<file path="config.mk">
export PLATFORM = sky130hd
export DESIGN_NAME = dmaq_top
export DESIGN_NICKNAME = d
export VERILOG_FILES = /design/src/rtl/dmaq_pkg.sv /design/src/rtl/dmaq_prio.sv /design/src/rtl/dmaq_check.sv /design/src/rtl/dmaq_sched.sv /design/src/rtl/dmaq_top.sv
export SDC_FILE = /design/constraint.sdc
export NUM_CORES = 2
export LEC_CHECK = 0
export BUFFER_PORTS_ARGS = -buffer_cell sky130_fd_sc_hd__buf_2
export CAP_MARGIN = 5
export CORE_AREA = 2 2 432 434
export CTS_CLUSTER_DIAMETER = 100
export CTS_CLUSTER_SIZE = 40
export DETAILED_ROUTE_END_ITERATION = 12
export DIE_AREA = 0 0 434 436
export HOLD_SLACK_MARGIN = 0.1
export PLACE_DENSITY = 0.53
export SYNTH_ARGS = -nofsm -noshare
export SYNTH_HDL_FRONTEND = slang
export SYNTH_SLANG_ARGS = --single-unit
</file>
<file path="constraint.sdc">
create_clock -name clk -period 7.3 [get_ports clk]
set_input_delay 0.73 -clock clk [delete_from_list [all_inputs] [get_ports clk]]
set_output_delay 0.73 -clock clk [all_outputs]
set_load 0.005 [all_outputs]
</file>
<file path="src/rtl/dmaq_pkg.sv">
package dmaq_pkg;

  typedef enum logic [1:0] {
    SLOT_FREE = 2'd0,
    SLOT_WAIT = 2'd1,
    SLOT_BUSY = 2'd2
  } slot_e;

  localparam logic [1:0] ORD_NONE    = 2'd0;
  localparam logic [1:0] ORD_FENCE   = 2'd1;
  localparam logic [1:0] ORD_BARRIER = 2'd2;
  localparam logic [1:0] ORD_RSVD    = 2'd3;

endpackage

</file>
<file path="src/rtl/dmaq_prio.sv">
module dmaq_prio #(
  parameter int N     = 16,
  parameter int IDX_W = $clog2(N)
) (
  input  logic [N-1:0]     req_i,
  output logic             found_o,
  output logic [IDX_W-1:0] idx_o
);

  always_comb begin
    found_o = |req_i;
    idx_o   = '0;
    for (int i = N - 1; i >= 0; i--) begin
      if (req_i[i]) idx_o = IDX_W'(i);
    end
  end

endmodule

</file>
<file path="src/rtl/dmaq_check.sv">
module dmaq_check
  import dmaq_pkg::*;
#(
  parameter int LADDR_W   = 18,
  parameter int GADDR_W   = 32,
  parameter int SIZE_W    = 15,
  parameter int MAX_BYTES = 16384,
  parameter int LINE_LOG2 = 4
) (
  input  logic [LADDR_W-1:0] laddr_i,
  input  logic [GADDR_W-1:0] gaddr_i,
  input  logic [SIZE_W-1:0]  size_i,
  input  logic [1:0]         ord_i,
  output logic               ok_o
);

  localparam int LINE = 1 << LINE_LOG2;

  logic                 small_ok;
  logic                 block_ok;
  logic [LINE_LOG2-1:0] align_mask;
  logic                 aligned;

  // short transfers: single power of two below one line
  assign small_ok = $onehot(size_i) && (size_i < SIZE_W'(LINE)) && (size_i <= SIZE_W'(8));
  // long transfers: whole lines up to the cap
  assign block_ok = (size_i[LINE_LOG2-1:0] == '0) && (size_i != '0)
                    && (size_i <= SIZE_W'(MAX_BYTES));

  assign align_mask = small_ok ? (size_i[LINE_LOG2-1:0] - 1'b1) : '1;
  assign aligned    = ((laddr_i[LINE_LOG2-1:0] | gaddr_i[LINE_LOG2-1:0]) & align_mask) == '0;

  assign ok_o = (small_ok || block_ok) && aligned && (ord_i != ORD_RSVD);

endmodule

</file>
<file path="src/rtl/dmaq_sched.sv">
module dmaq_sched
  import dmaq_pkg::*;
#(
  parameter int DEPTH = 16,
  parameter int TAG_W = 5,
  parameter int IDX_W = $clog2(DEPTH)
) (
  input  logic             clk,
  input  logic             rst_n,
  input  logic             alloc_i,
  input  logic [IDX_W-1:0] alloc_idx_i,
  input  logic [DEPTH-1:0] wait_i,
  input  logic [DEPTH-1:0] busy_i,
  input  logic [TAG_W-1:0] tag_i [DEPTH],
  input  logic [1:0]       ord_i [DEPTH],
  output logic             pick_valid_o,
  output logic [IDX_W-1:0] pick_idx_o
);

  // older_q[i][j] set: slot j entered before slot i
  logic [DEPTH-1:0] older_q [DEPTH];
  logic [DEPTH-1:0] older_d [DEPTH];
  logic [DEPTH-1:0] occ;
  logic [DEPTH-1:0] elig;
  logic [DEPTH-1:0] sel;

  assign occ = wait_i | busy_i;

  for (genvar i = 0; i < DEPTH; i++) begin : g_row
    logic any_same;
    logic bar_same;

    always_comb begin
      any_same = 1'b0;
      bar_same = 1'b0;
      for (int j = 0; j < DEPTH; j++) begin
        if (older_q[i][j] && (tag_i[j] == tag_i[i])) begin
          if (occ[j]) any_same = 1'b1;
          if (wait_i[j] && (ord_i[j] == ORD_BARRIER)) bar_same = 1'b1;
        end
      end
    end

    assign elig[i] = wait_i[i] & ~bar_same & ((ord_i[i] == ORD_NONE) | ~any_same);
    assign sel[i]  = elig[i] & ~(|(older_q[i] & elig));
  end

  dmaq_prio #(.N(DEPTH), .IDX_W(IDX_W)) u_pick (
    .req_i   (sel),
    .found_o (pick_valid_o),
    .idx_o   (pick_idx_o)
  );

  always_comb begin
    for (int i = 0; i < DEPTH; i++) older_d[i] = older_q[i];
    if (alloc_i) begin
      for (int j = 0; j < DEPTH; j++) older_d[alloc_idx_i][j] = occ[j];
      for (int j = 0; j < DEPTH; j++) older_d[j][alloc_idx_i] = 1'b0;
    end
  end

  always_ff @(posedge clk or negedge rst_n) begin
    if (!rst_n) begin
      for (int i = 0; i < DEPTH; i++) older_q[i] <= '0;
    end else if (alloc_i) begin
      for (int i = 0; i < DEPTH; i++) older_q[i] <= older_d[i];
    end
  end

  // any two live slots have exactly one age relation
  for (genvar a = 0; a < DEPTH; a++) begin : g_age_a
    for (genvar b = a + 1; b < DEPTH; b++) begin : g_age_b
      assert_age_order_R7: assert property (@(posedge clk) disable iff (!rst_n)
        (occ[a] && occ[b]) |-> (older_q[a][b] != older_q[b][a]));
    end
  end

endmodule

</file>
<file path="src/rtl/dmaq_top.sv">
module dmaq_top
  import dmaq_pkg::*;
#(
  parameter int DEPTH     = 16,
  parameter int TAG_W     = 5,
  parameter int LADDR_W   = 18,
  parameter int GADDR_W   = 32,
  parameter int SIZE_W    = 15,
  parameter int MAX_BYTES = 16384,
  parameter int IDX_W     = $clog2(DEPTH)
) (
  input  logic               clk,
  input  logic               rst_n,
  input  logic               push_valid,
  output logic               push_ready,
  input  logic [LADDR_W-1:0] push_laddr,
  input  logic [GADDR_W-1:0] push_gaddr,
  input  logic [SIZE_W-1:0]  push_size,
  input  logic [TAG_W-1:0]   push_tag,
  input  logic               push_dir,
  input  logic [1:0]         push_ord,
  output logic               push_err,
  output logic               issue_valid,
  input  logic               issue_ready,
  output logic [IDX_W-1:0]   issue_id,
  output logic [LADDR_W-1:0] issue_laddr,
  output logic [GADDR_W-1:0] issue_gaddr,
  output logic [SIZE_W-1:0]  issue_size,
  output logic [TAG_W-1:0]   issue_tag,
  output logic               issue_dir,
  input  logic               cpl_valid,
  input  logic [IDX_W-1:0]   cpl_id,
  output logic               done_valid,
  output logic [TAG_W-1:0]   done_tag
);

  slot_e              state_q [DEPTH];
  slot_e              state_d [DEPTH];
  logic [LADDR_W-1:0] laddr_q [DEPTH];
  logic [GADDR_W-1:0] gaddr_q [DEPTH];
  logic [SIZE_W-1:0]  size_q  [DEPTH];
  logic [TAG_W-1:0]   tag_q   [DEPTH];
  logic [1:0]         ord_q   [DEPTH];
  logic               dir_q   [DEPTH];
  logic               err_q;

  logic [DEPTH-1:0]   free_v, wait_v, busy_v, occ_v;
  logic               have_free;
  logic [IDX_W-1:0]   free_idx;
  logic               cmd_ok, push_acc, store;
  logic               pick_valid;
  logic [IDX_W-1:0]   pick_idx;
  logic               issue_fire, cpl_hit;

  for (genvar i = 0; i < DEPTH; i++) begin : g_flags
    assign free_v[i] = (state_q[i] == SLOT_FREE);
    assign wait_v[i] = (state_q[i] == SLOT_WAIT);
    assign busy_v[i] = (state_q[i] == SLOT_BUSY);
  end
  assign occ_v = wait_v | busy_v;

  dmaq_prio #(.N(DEPTH), .IDX_W(IDX_W)) u_free (
    .req_i   (free_v),
    .found_o (have_free),
    .idx_o   (free_idx)
  );

  dmaq_check #(
    .LADDR_W(LADDR_W), .GADDR_W(GADDR_W), .SIZE_W(SIZE_W), .MAX_BYTES(MAX_BYTES)
  ) u_check (
    .laddr_i (push_laddr),
    .gaddr_i (push_gaddr),
    .size_i  (push_size),
    .ord_i   (push_ord),
    .ok_o    (cmd_ok)
  );

  dmaq_sched #(.DEPTH(DEPTH), .TAG_W(TAG_W), .IDX_W(IDX_W)) u_sched (
    .clk          (clk),
    .rst_n        (rst_n),
    .alloc_i      (store),
    .alloc_idx_i  (free_idx),
    .wait_i       (wait_v),
    .busy_i       (busy_v),
    .tag_i        (tag_q),
    .ord_i        (ord_q),
    .pick_valid_o (pick_valid),
    .pick_idx_o   (pick_idx)
  );

  assign push_ready = have_free;
  assign push_acc   = push_valid && push_ready;
  assign store      = push_acc && cmd_ok;
  assign issue_fire = pick_valid && issue_ready;
  assign cpl_hit    = cpl_valid && (state_q[cpl_id] == SLOT_BUSY);

  // slot state: next-state then register
  always_comb begin
    for (int i = 0; i < DEPTH; i++) state_d[i] = state_q[i];
    if (store)      state_d[free_idx] = SLOT_WAIT;
    if (issue_fire) state_d[pick_idx] = SLOT_BUSY;
    if (cpl_hit)    state_d[cpl_id]   = SLOT_FREE;
  end

  always_ff @(posedge clk or negedge rst_n) begin
    if (!rst_n) begin
      for (int i = 0; i < DEPTH; i++) state_q[i] <= SLOT_FREE;
      err_q <= 1'b0;
    end else begin
      for (int i = 0; i < DEPTH; i++) state_q[i] <= state_d[i];
      err_q <= push_acc && !cmd_ok;
    end
  end

  // payload: written only on accept, no reset needed
  always_ff @(posedge clk) begin
    if (store) begin
      laddr_q[free_idx] <= push_laddr;
      gaddr_q[free_idx] <= push_gaddr;
      size_q[free_idx]  <= push_size;
      tag_q[free_idx]   <= push_tag;
      ord_q[free_idx]   <= push_ord;
      dir_q[free_idx]   <= push_dir;
    end
  end

  assign push_err    = err_q;
  assign issue_valid = pick_valid;
  assign issue_id    = pick_idx;
  assign issue_laddr = laddr_q[pick_idx];
  assign issue_gaddr = gaddr_q[pick_idx];
  assign issue_size  = size_q[pick_idx];
  assign issue_tag   = tag_q[pick_idx];
  assign issue_dir   = dir_q[pick_idx];
  assign done_valid  = cpl_hit;
  assign done_tag    = tag_q[cpl_id];

  assert_slot_count_R3: assert property (@(posedge clk) disable iff (!rst_n)
    $past(rst_n) |-> ($countones(occ_v) ==
      $countones($past(occ_v)) + int'($past(store)) - int'($past(cpl_hit))));

  assert_err_after_push_R2: assert property (@(posedge clk) disable iff (!rst_n)
    push_err |-> $past(push_valid && push_ready));

  assert_offer_waiting_R7: assert property (@(posedge clk) disable iff (!rst_n)
    issue_valid |-> (state_q[issue_id] == SLOT_WAIT));

  assert_issue_moves_R9: assert property (@(posedge clk) disable iff (!rst_n)
    (issue_valid && issue_ready) |=> (state_q[$past(issue_id)] == SLOT_BUSY));

  assert_done_frees_R8: assert property (@(posedge clk) disable iff (!rst_n)
    done_valid |=> (state_q[$past(cpl_id)] == SLOT_FREE));

endmodule

</file>
# --- Word-level counts from Yosys, hierarchy flattened ---
# Memory sizes are Yosys's and may differ from the RTL's.
# Cells that the tools add are included.
classes:
  add_sub_neg: 15
  n_lt_le_gt_ge: 11
  eq_ne: 291
  mux: 1101
  bitwise_logic: 159
  n_reduce_logical: 326
ops:
  columns: ["op", "count"]
  rows:
  - ["$bwmux 256", 16]
  - ["$eq 5x5->1", 240]
  - ["$demux 16 s4", 16]
  - ["$mux 1", 998]
  - ["$and 16x16->16", 34]
  - ["$reduce_or 16->1", 18]
  - ["$logic_and 1x1->1", 271]
  - ["$mux 4", 34]
  - ["$mux 32", 3]
  - ["$bwmux 80", 1]
  - ["$eq 2x2->1 const B", 33]
  - ["$logic_not 2->1", 32]
  - ["$and 1x1->1", 48]
  - ["$not 1->1", 48]
  - ["$not 16->16", 3]
  - ["$or 16x16->16", 3]
  - ["$bmux 5 s4", 2]
  - ["$and 32x32->32", 1]
  - ["$bwmux 32", 1]
  - ["$eq 2x1->1 const B", 16]
  - ["$not 32->32", 1]
  - ["$mux 5", 6]
  - ["$add 4x4->4", 6]
  - ["$demux 2 s4", 3]
  - ["other kinds (36)", 69]
totals:
  regBits: 401
  ram_bits: 1056
  input_bits: 82
  out_inout_bits: 84
  elab_cells: 1972
  n_memories: 4
mem_list:
  columns: ["memory", "words", "word_bits", "read_ports", "rd_ports_with_merged_regs", "write_ports", "line_no", "text"]
  rows:
  - ["gaddr_q", 16, 32, 1, 0, 1, "dmaq_top.sv:40", "logic [GADDR_W-1:0] gaddr_q [DEPTH];"]
  - ["laddr_q", 16, 18, 1, 0, 1, "dmaq_top.sv:39", "logic [LADDR_W-1:0] laddr_q [DEPTH];"]
  - ["size_q", 16, 15, 1, 0, 1, "dmaq_top.sv:41", "logic [SIZE_W-1:0] size_q [DEPTH];"]
  - ["dir_q", 16, 1, 1, 0, 1, "dmaq_top.sv:44", "logic dir_q [DEPTH];"]

# --- Longest topological paths before layout ---
logic_depth:
  depth_word: 67
  mapped_depth: 24
  ltp_nobuf: 20

# --- Cells and area by module ---
# From an unflattened synthesis, not the netlist that was laid out.
hier_totals:
  cells_unflattened: 5113
  area_unflattened_um2: 72234.3
modules_own_cells:
  columns: ["module", "instances", "cells_each", "area_each_um2", "seq_area_each_um2"]
  rows:
  - ["dmaq_top", 1, 1880, 46345.7, 35899.4]
  - ["dmaq_sched", 1, 3098, 24994.0, 6406.1]
  - ["dmaq_check", 1, 67, 541.8, 0.0]
  - ["dmaq_prio", 2, 34, 176.4, 0.0]

# --- Worst setup path before layout ---
# No wires, ideal clock.
synth_timing:
  path_kind: "in2reg"
  startpoint: "input push_size[13]"
  endpoint: "memory dir_q[8], enable pin"
  setup_time_ns: 0.505
  t_arrival_ns: 7.182
  t_required_ns: 6.795
  slack_ns: -0.387
  path_stages: 18
  n_path_buf: 0
  cell_sequence: "inv_1 ha_1 inv_1 fa_1 inv_1 fa_1 fa_1 ha_1 inv_1 fa_1 xor2_1 nand4_1 nor2_1 a21oi_1 nor2b_1 and3_1 nand2_1 nor2_1"
synth_between:
  elab_chain_len: 15
  word_cells_on_any_way: 22
  classes_between: "add/sub: 4; order compare: 3; eq/ne: 1; mux: 3; bitwise: 1; reduce/logical: 10"
synth_rtl:
  columns: ["element", "line_no", "text"]
  rows:
  - ["start: declaration", "dmaq_top.sv:18", "input logic [SIZE_W-1:0] push_size,"]
  - ["$add 1x1->2 (not written as such)", "dmaq_check.sv:25", "assign small_ok = $onehot(size_i) && (size_i < SIZE_W'(LINE)) && (size_i <= SIZE_W'(8));"]
  - ["$add 4x1->4 (not written as such)", "dmaq_check.sv:25", null]
  - ["$add 4x4->4 (not written as such) (2 in a row)", "dmaq_check.sv:25", null]
  - ["$eq 4x1->1", "dmaq_check.sv:25", null]
  - ["$logic_and 1x1->1 (2 in a row)", "dmaq_check.sv:25", null]
  - ["$mux 4", "dmaq_check.sv:30", "assign align_mask = small_ok ? (size_i[LINE_LOG2-1:0] - 1'b1) : '1;"]
  - ["$and 4x4->4", "dmaq_check.sv:31", "assign aligned = ((laddr_i[LINE_LOG2-1:0] | gaddr_i[LINE_LOG2-1:0]) & align_mask) == '0;"]
  - ["$logic_not 4->1", "dmaq_check.sv:31", null]
  - ["$logic_and 1x1->1 (*) (2 in a row)", "dmaq_check.sv:33", "assign ok_o = (small_ok || block_ok) && aligned && (ord_i != ORD_RSVD);"]
  - ["$logic_and 1x1->1 (*)", "dmaq_top.sv:93", "assign store = push_acc && cmd_ok;"]
  - ["$mux 1 (*)", "dmaq_top.sv:117", "if (store) begin"]
  - ["$mux 1 (not written as such) (*)", "dmaq_top.sv:123", "dir_q[free_idx] <= push_dir;"]
  - ["end: declaration", "dmaq_top.sv:44", null]
# Mark *: on every way between the ends. The rest lies on a longest branch, timed or not.

# --- Worst setup path in the final report ---
layout_timing:
  startpoint: "register tag_q[71] in the netlist's numbering"
  endpoint: "output issue_laddr[2]"
layout_between:
  elab_chain_len: 57
  word_cells_on_any_way: 1153
  classes_between: "eq/ne: 30; mux: 948; bitwise: 128; reduce/logical: 46; memory: 1"
layout_rtl:
  columns: ["element", "line_no", "text"]
  rows:
  - ["start: declaration", "dmaq_top.sv:42", "logic [TAG_W-1:0] tag_q [DEPTH];"]
  - ["start signal: indexed assignment", "dmaq_top.sv:121", "tag_q[free_idx] <= push_tag;"]
  - ["$eq 5x5->1", "dmaq_sched.sv:37", "if (older_q[i][j] && (tag_i[j] == tag_i[i])) begin"]
  - ["$logic_and 1x1->1", "dmaq_sched.sv:37", null]
  - ["$mux 1", "dmaq_sched.sv:37", null]
  - ["$mux 1 (on tied branches)", "dmaq_sched.sv:39, dmaq_sched.sv:38", null]
  - ["$mux 1", "dmaq_sched.sv:37", null]
  - ["$mux 1 (on tied branches)", "dmaq_sched.sv:39, dmaq_sched.sv:38", null]
  - ["$mux 1", "dmaq_sched.sv:37", null]
  - ["$mux 1 (on tied branches)", "dmaq_sched.sv:39, dmaq_sched.sv:38", null]
  - ["[... 27 more ...]", null, null]
  - ["$and 1x1->1", "dmaq_sched.sv:44", "assign elig[i] = wait_i[i] & ~bar_same & ((ord_i[i] == ORD_NONE) | ~any_same);"]
  - ["$and 16x16->16", "dmaq_sched.sv:45", "assign sel[i] = elig[i] & ~(|(older_q[i] & elig));"]
  - ["$reduce_or 16->1", "dmaq_sched.sv:45", null]
  - ["$not 1->1", "dmaq_sched.sv:45", null]
  - ["$and 1x1->1", "dmaq_sched.sv:45", null]
  - ["$mux 4 (15 in a row)", "dmaq_prio.sv:14", "if (req_i[i]) idx_o = IDX_W'(i);"]
  - ["$mux 4 (*)", "dmaq_prio.sv:14", null]
  - ["$mem_v2 16x18 (*)", null, null]
  - ["end: declaration", "dmaq_top.sv:26", "output logic [LADDR_W-1:0] issue_laddr,"]
# Marks and branches as above.

==> reports/metrics.csv <==
metric;value;unit
hpwlAfterDp;283000;um
tightestPinTransition;1170;ps
synthArstFlopShare;19.8;%
synth_cells;6265;
syn_to_final_growth;26.6;%
drc_errors;0;
cp.depth;24;
finalSetupViolCount;71;
final_common_cell;edfxtp_1;
core;185000;um2
fp-row-count;158;
p_leak;0.0336;uW
grt_pass1_wl;522000;um
grt_antenna_before_repair;22;
cp_data_required_time;6570;ps
fin_skew;47.5;ps
first_pass_iters;6;
ir_drop;0.227;mV
path_class;flop to output pin;
ys_ff_latch;1457;
power;15300;uW
cp_max_fo;7;
rsz0062_at_grt;yes;
cts_max_level;3;
maxSlewViolCount;0;
rr_startpoint;tag_q[71];
vias;61300;
timing.slew.headroom;22.3;%
path_buf_inv;9;
routed_wl;396000;um
layout-drive-gt1-share;27.2;%
setup_ws;-431;ps
reg2reg_to;state_q[14];
io-pin-count;166;
status;complete, but fails checks;
start_util;39.8;%
worst_path_largest_cell_delay;480;ps
final_core_util;50.4;%
synth_edf_count;1168;
die-area;189000;um2
min_from;issue_ready;
violations;setup timing;
synth-main-ff-cell;edfxtp_1;
yosysUniqueCellTypes;91;
cts_buffer_depth;3;
power_density;164;nW/um2
rr_worst_depth;21;
end_kind;output pin;
viasPerCell;6.33;
path_delay_family;simple AND/OR/NAND/NOR gates;
fillers;16314;
min_to;state_q[28];
nets;7286;
max_freq;129;MHz
yosys_warnings;0;
maxCapViolations;0;
clock_latency;790;ps
drt_iter0_drc;8031;
final_cell_mix;1168 x edfxtp_1, 857 x buf_4, 585 x xor2_1;
cts.root.buffer_cell;clkbuf_16;
overflow;0;
pre_cts_slack;-943;ps
clk_pin_slew;130;ps
r2r_slack;1780;ps
cts_tree;done;
dieHeight;436;um
period_needed;7730;ps
ys_seq_area_share;57.5;%
cpMaxStageDelayCell;or4b_4;
placed_area;84700;um2
post-route-period-util;106;%
wl_per_cell;40.9;um
ant_nets;0;
start_kind;flop;
die_w;434;um
grt_usage;40.7;%
arrival;7000;ps
syn_area;73500;um2
fin_area;93100;um2
synthesis.nets;6407;
numCtsBuffers;66;
whs_path_depth;2;
grt_max_degree;136;
path_cells;buf_4 > xor2_1 > nor3_2 > nand2_2 > o2111ai_2 > nor4_2 > o211a_4 > a22o_4 > nor4_4 > nand4_1 > buf_4 > and2_4 > a41oi_4 > buf_12 > nand2_8 > buf_12 > clkinv_16 > buf_12 > buf_16 > mux2_4 > a2111oi_4 > buf_4 > or4b_4 > buf_6;
place_congestion;1.09;
holdCritPathClass;input pin to flop;
grt_pass1_vias;57889;
clock-sinks;1457;
hold_viol_final;0;
portBuffers;165;
avgSynthCellArea;11.7;um2
timing repair:
action,CTS,global route
hold endpoints to repair,88,0
gates resized for setup,472,298
setup buffers,75,102
hold buffers,2,0
gates cloned,13,11
pin swaps,38,99
endpoints found under the setup margin,72,71
through the flow:
step	std cells	hold WS [ps]	setup TNS (ps)
global route	9671	198	-24430
CTS	9563	170	-15490
detailed placement	9362	547	-37280
floorplan	6265	434	-225360
global placement	9361	529	-44660
finish	9681	206	-21240
cell type report:
| cell class | instances | area (um2) | area share [%] |
|---|---|---|---|
| sequential | 1457 | 42300 | 45.4 |
| multi-input combinational | 4195 | 31500 | 33.8 |
| clock buffer | 71 | 1720 | 1.85 |
| timing repair inverter | 1 | 30.0 | 0.0323 |
| clock inverter | 43 | 815 | 0.875 |
| tap | 2480 | 3100 | 3.33 |
| timing repair buffer | 1333 | 13200 | 14.2 |
| antenna | 11 | 27.5 | 0.0296 |
| inverter | 90 | 388 | 0.417 |
report_power, final:
part / switching [uW] / internal [uW]
clock: 3220 / 1950
sequential: 8.97 / 8980
combinational: 831 / 308
worst register-to-register path: stages (launching register included):
cell	delay, ps
edfxtp_1	470
buf_4	230
xor2_1	180
nor3_2	400
nand2_2	270
o2111ai_2	410
nor4_2	130
o211a_4	330
a22o_4	300
nor4_4	270
nand4_1	380
buf_4	290
and2_4	170
a41oi_4	230
buf_12	150
nand2_8	80
buf_4	150
buf_4	130
buf_4	250
nand2b_1	310
nand2b_1	180
o221a_2	170
cell usage after synthesis (8+ instances only):
library cell	instances	area (um2)
mux2_1	37	417
o2bb2ai_1	19	166
nor4_1	29	181
a22o_1	32	280
nor2_1	482	1810
ha_1	50	626
a2111oi_0	73	639
mux2_2	34	383
buf_4	86	646
buf_2	90	450
fa_1	10	200
xor2_1	590	5170
nand3_1	285	1430
a21oi_1	353	1770
o21ai_0	235	1180
dfrtp_1	289	7230
nand4_1	415	2600
buf_1	14	52.6
edfxtp_1	1168	35100
or4b_1	66	661
o22ai_1	90	563
inv_1	87	327
o2111ai_1	61	534
nand4b_1	8	70.1
a221oi_1	33	289
xnor2_1	14	123
buf_6	45	507
nand3b_1	9	67.6
nor3_1	136	681
o22a_1	12	105
and2_1	17	106
a22oi_1	13	97.6
mux2i_1	392	3920
clkbuf_1	288	1080
nand2_1	466	1750
nor3_2	14	140
o211ai_1	11	82.6
nor2b_1	31	194
nand2b_1	9	56.3
mux4_2	26	586
layer usage:
layer | GRT usage [%] | share of wire (%) | vias up
li1 | - | - | 25121
met1 | 50.3 | 38 | 31615
met2 | 63.9 | 46 | 3534
met3 | 7.31 | 7.3 | 1014
met4 | 29.3 | 9.1 | 16
met5 | 0 | 0.026 | -
sequential cells by signal, indices dropped and copies added, names as in the netlist:
signal and cells:
dir_q 16, ord_q 32, tag_q 80, laddr_q 288, push_err 1, size_q 240, gaddr_q 512, u_sched.older_q 256
state_q 32
cells by family after synthesis:
| family | count (synthesis) | share of synthesized area, % |
|---|---|---|
| AO/OA/AOI/OAI | 1028 | 8.97 |
| multiplexers | 489 | 7.22 |
| flip-flops | 1457 | 57.5 |
| XOR/XNOR | 604 | 7.19 |
| buffers and inverters | 613 | 4.18 |
| AND/OR/NAND/NOR | 2014 | 13.8 |
| adder cells (fa/ha/maj) | 60 | 1.12 |
how the worst max path moves through the flow:
stage | to | slack (ps) | start
finish | issue_laddr[2] | -430 | tag_q[71]
global route | issue_laddr[2] | -450 | tag_q[29]
CTS | issue_gaddr[7] | -330 | tag_q[28]
detailed placement | issue_gaddr[0] | -940 | tag_q[13]
global placement | issue_laddr[16] | -1400 | tag_q[13]
floorplan | dir_q[8] | -390 | push_size[13]
(Power assumes the default switching activity.)
